## config.mk

```make
export PLATFORM = sky130hd
export DESIGN_NAME = poe_led_coder
export DESIGN_NICKNAME = d
export VERILOG_FILES = /design/src/rtl/poe_led_coder.sv
export SDC_FILE = /design/constraint.sdc
export NUM_CORES = 1
export LEC_CHECK = 0
export BUFFER_PORTS_ARGS = -buffer_cell sky130_fd_sc_hd__buf_2
export CAP_MARGIN = 20
export CORE_MARGIN = 8
export CORE_UTILIZATION = 30
export DETAILED_ROUTE_END_ITERATION = 7
export HOLD_SLACK_MARGIN = 0.12
export PLACE_DENSITY = 0.44
export RECOVER_POWER = 100
export SYNTH_ARGS = -nofsm -noshare
export SYNTH_HDL_FRONTEND = slang
export SYNTH_SLANG_ARGS = --single-unit
export TNS_END_PERCENT = 10
```

## constraint.sdc

```tcl
create_clock -name clk -period 6.1 [get_ports clk]
set_clock_uncertainty 0.05 [all_clocks]
set_input_delay 0.61 -clock clk [delete_from_list [all_inputs] [get_ports clk]]
set_output_delay 0.61 -clock clk [all_outputs]
set_load 0.02 [all_outputs]
```

## src/rtl/poe_led_coder.sv

```systemverilog
module poe_led_coder #(
  parameter int ON_TICKS    = 74,
  parameter int OFF_TICKS   = 223,
  parameter int GAP_TICKS   = 1400,
  parameter int OC_FLASHES  = 2,
  parameter int DET_FLASHES = 5,
  parameter int PWM_DIV     = 2000
) (
  input  logic clk,
  input  logic rst_n,
  input  logic tick,
  input  logic port_pwr,
  input  logic oc_fault,
  input  logic det_fault,
  input  logic pwm_en,
  output logic led_sink
);
  localparam int MAXT   = (GAP_TICKS > ON_TICKS) ? ((GAP_TICKS > OFF_TICKS) ? GAP_TICKS : OFF_TICKS)
                                                 : ((ON_TICKS > OFF_TICKS) ? ON_TICKS : OFF_TICKS);
  localparam int MAXF   = (DET_FLASHES > OC_FLASHES) ? DET_FLASHES : OC_FLASHES;
  localparam int CW     = $clog2(MAXT + 1);
  localparam int FW     = $clog2(MAXF + 1);
  localparam int PW     = $clog2(PWM_DIV);
  localparam int PWM_ON = PWM_DIV / 16;

  localparam logic [1:0] C_NONE = 2'd0, C_OC = 2'd1, C_DET = 2'd2;
  localparam logic [1:0] P_IDLE = 2'd0, P_ON = 2'd1, P_OFF = 2'd2, P_GAP = 2'd3;

  logic [1:0]    phase, code, pend;
  logic [CW-1:0] cnt;
  logic [FW-1:0] fl;
  logic [PW-1:0] pcnt;
  logic          pwr_q;

  wire           pwr_rise = port_pwr & ~pwr_q;
  wire           evt      = det_fault | oc_fault;
  wire [1:0]     pend_nx  = det_fault ? C_DET : (oc_fault ? C_OC : pend);
  wire [FW-1:0]  fl_last  = (code == C_DET) ? FW'(DET_FLASHES - 1) : FW'(OC_FLASHES - 1);
  wire [CW-1:0]  span     = (phase == P_ON)  ? CW'(ON_TICKS - 1)  :
                            (phase == P_OFF) ? CW'(OFF_TICKS - 1) : CW'(GAP_TICKS - 1);
  wire           span_end = tick && (cnt == span);

  assign led_sink = (port_pwr | (phase == P_ON)) & (~pwm_en | (pcnt < PW'(PWM_ON)));

  always_ff @(posedge clk or negedge rst_n) begin
    if (!rst_n) begin
      phase <= P_IDLE;
      code  <= C_NONE;
      pend  <= C_NONE;
      cnt   <= '0;
      fl    <= '0;
      pcnt  <= '0;
      pwr_q <= 1'b0;
    end else begin
      pwr_q <= port_pwr;
      pcnt  <= (pcnt == PW'(PWM_DIV - 1)) ? '0 : pcnt + 1'b1;
      pend  <= pend_nx;
      if (pwr_rise) begin
        code  <= C_NONE;
        pend  <= C_NONE;
        phase <= P_IDLE;
        cnt   <= '0;
        fl    <= '0;
      end else if (port_pwr) begin
        phase <= P_IDLE;
        cnt   <= '0;
        fl    <= '0;
      end else begin
        case (phase)
          P_IDLE: if (pend != C_NONE) begin
            code  <= pend;
            pend  <= evt ? pend_nx : C_NONE;
            phase <= P_ON;
            cnt   <= '0;
            fl    <= '0;
          end
          P_ON: begin
            if (span_end) begin
              phase <= P_OFF;
              cnt   <= '0;
            end else if (tick) cnt <= cnt + 1'b1;
          end
          P_OFF: begin
            if (span_end) begin
              cnt <= '0;
              if (fl == fl_last) phase <= P_GAP;
              else begin
                fl    <= fl + 1'b1;
                phase <= P_ON;
              end
            end else if (tick) cnt <= cnt + 1'b1;
          end
          default: begin
            if (span_end) begin
              cnt   <= '0;
              fl    <= '0;
              phase <= P_ON;
              if (pend != C_NONE) begin
                code <= pend;
                pend <= evt ? pend_nx : C_NONE;
              end
            end else if (tick) cnt <= cnt + 1'b1;
          end
        endcase
      end
    end
  end
endmodule


```

==> impl_metrics.json <==
{
  "grt_pass1_wl_um": 7800,
  "final_max_slew_viol_count": 33,
  "dp_hpwl_um": 3210,
  "violations": "capacitance limit, slew limit",
  "setup_violations": 0,
  "cts.clk_slew.worst_paths_ns": 0.08,
  "die-area_sq_mm": 0.0101,
  "yosysMostFrequentCell": "dfrtp_1",
  "overflow": 0,
  "cts_resized": 0,
  "max_freq_ghz": 0.333,
  "wire_per_inst_um": 13.5,
  "core_region_area_sq_mm": 0.00710,
  "worst_pin_slew_ns": 1.78,
  "postCtsSetupBuffers": 0,
  "drv_cap": 1,
  "syn_avg_cell_area_sq_um": 9.59,
  "cts_sinks": 32,
  "cts_buffers": 5,
  "peakVddDrop_mv": 0.0803,
  "hold_viol": 0,
  "synth_flop_cell": "dfrtp_1",
  "synth-edff-count": 0,
  "grt_max_degree": 33,
  "drtAntennaViolNets": 0,
  "n_antenna_cell": 0,
  "slew_headroom_pct": -18.4,
  "die_w_um": 101,
  "port-buffer-count": 7,
  "cts_root_buf": "clkbuf_8",
  "synthCells": 224,
  "synth_cell_types": 52,
  "fin_nets": 244,
  "power.density_mw_per_mm2": 296,
  "yosysWarnings": 0,
  "rsz0062_at_grt": "no",
  "vias": 1580,
  "arrival_ns": 3.16,
  "synth_seq_cells": 32,
  "fin_area_sq_mm": 0.00232,
  "nFillCells": 726,
  "total_power_w": 0.000688,
  "endpoint_kind": "flop",
  "drt_iter0_markers": 68,
  "synthTopCellsByCount": "dfrtp_1 (32), nor2_1 (27), xor2_1 (16), nand2_1 (15), nand4_1 (9)",
  "gp_congestion": 0.759,
  "ctsHoldBuffers": 0,
  "grt_usage_pct": 9.70,
  "drt-total-wl_um": 4440,
  "drt-pass1-iter-count": 6,
  "start_util_pct": 30.3,
  "critPathRequiredTime_ns": 6.26,
  "clk-insertion-delay-late_ns": 0.29,
  "status": "finished with violations",
  "drive_gt1_share_pct": 10.0,
  "fp.dieH_um": 101,
  "seq_area_frac_synth_pct": 37.3,
  "io-pin-count": 8,
  "hp-class": "in2reg",
  "synth_area_leaders": "dfrtp_1 (37%), xor2_1 (6.5%), nor2_1 (4.7%), ha_1 (4.7%), nand2_1 (2.6%)",
  "p_leak_nw": 0.975,
  "cp_max_fo": 11,
  "synth_nets": 239,
  "syn_to_final_growth_pct": 8.10,
  "start_kind": "flop",
  "htree_levels": 2,
  "vias_per_cell": 4.80,
  "drc": 0,
  "async_reset_ff_share_pct": 100,
  "cts_tree": "built",
  "synth_area_leader_cell": "dfrtp_1",
  "min_period_over_period_pct": 49.2,
  "postPlaceCellArea_sq_mm": 0.00225,
  "finalSetupTns_ns": 0,
  "crit_type": "reg2reg",
  "min_period_ns": 3.00,
  "rows": 31,
  "syn_area_sq_mm": 0.00215,
  "grt_pass1_vias": 1634,
  "clockBufferDepth": 2,
  "synth_top_area_share_pct": 37.3,
  "antenna_found_initial": 0
}
routing by layer:
layer	vias up	share of wire [%]	global-route usage (%)
met3	5	2.4	2.28
met4	0	1.4	3.14
met5	-	0	0
li1	816	-	-
met2	13	47	16.1
met1	746	49	12.0
worst max-delay path, cell delays in order, from the launching register on:
cell and delay (ns):
dfrtp_1 0.41, inv_1 0.10, ha_1 0.35, nor3b_1 0.21, o21ai_0 0.97, nand3_1 0.28, or3_1 0.41, a21oi_1 0.14
power breakdown:
group	switching (W)	internal (W)	leakage, nW
Sequential	0.0000215	0.000228	0.425
Combinational	0.000139	0.0000968	0.495
Clock	0.0000819	0.000121	0.0552
cell usage in the layout (no fill, tap or decap), drive strengths merged, types with 4 or more instances in the layout:
cell type   n
or3         6
nor2       27
clkbuf      9
and3b       6
nor2b       6
a21oi       6
nand4       9
dfrtp      32
o21ai       9
o22ai       5
ha          8
nand3       5
nand2      15
nor3b       9
buf         4
inv         8
xor2       16
xnor2       4
path summary, 6_finish.rpt:
kind	from	endpoint	slack, ns	depth (start not counted)
setup / recovery	phase[0]$_DFFE_PN0P_	cnt[7]$_DFFE_PN0P_	3.10	7
hold / removal	det_fault	pend[0]$_DFF_PN0_	0.45	2
setup reg to reg	phase[0]$_DFFE_PN0P_	cnt[7]$_DFFE_PN0P_	3.10	7
hold reg to reg	pcnt[2]$_DFF_PN0_	pcnt[2]$_DFF_PN0_	0.46	1
max in group asynchronous	rst_n	pcnt[1]$_DFF_PN0_	4.23	1
min in group asynchronous	rst_n	fl[1]$_DFFE_PN0P_	0.73	1
final cells by class:
class | count | area [sq um] | share of cell area (%)
inverters | 8 | 30.0 | 1.29
clock buffers | 6 | 72.6 | 3.12
well taps | 99 | 124 | 5.33
clock inverters | 2 | 35.0 | 1.51
repair buffers | 7 | 31.3 | 1.35
multi-input cells | 175 | 1230 | 52.9
flip-flops and latches | 32 | 801 | 34.5
through the flow:
stage	worst slack (ns)	hold WS [ns]	util, %	instances
2_1_floorplan	3.92	0.264	-	224
3_3_place_gp	3.53	0.450	31.8	321
3_5_place_dp	3.51	0.453	31.8	321
4_1_cts	3.49	0.371	33.3	329
5_1_grt	2.76	0.450	32.7	329
6_report	3.10	0.448	32.7	329
registers in the layout, indices dropped and copies added (netlist names):
register and flops:
pcnt 11, code 2, pend 2, pwr_q 1, phase 2, fl 3
cnt 11
cells by family (layout without fill, tap and decap cells):
group,Yosys count,after routing,share of synthesized area (%)
buffers and inverters,17,23,3.84
XOR/XNOR,20,20,8.15
multiplexers,3,3,1.46
AO/OA/AOI/OAI,40,40,15.1
AND/OR/NAND/NOR,104,104,29.5
adder cells (fa/ha/maj),8,8,4.66
flip-flops,32,32,37.3
Note: power is estimated with default switching activity, not from simulation.
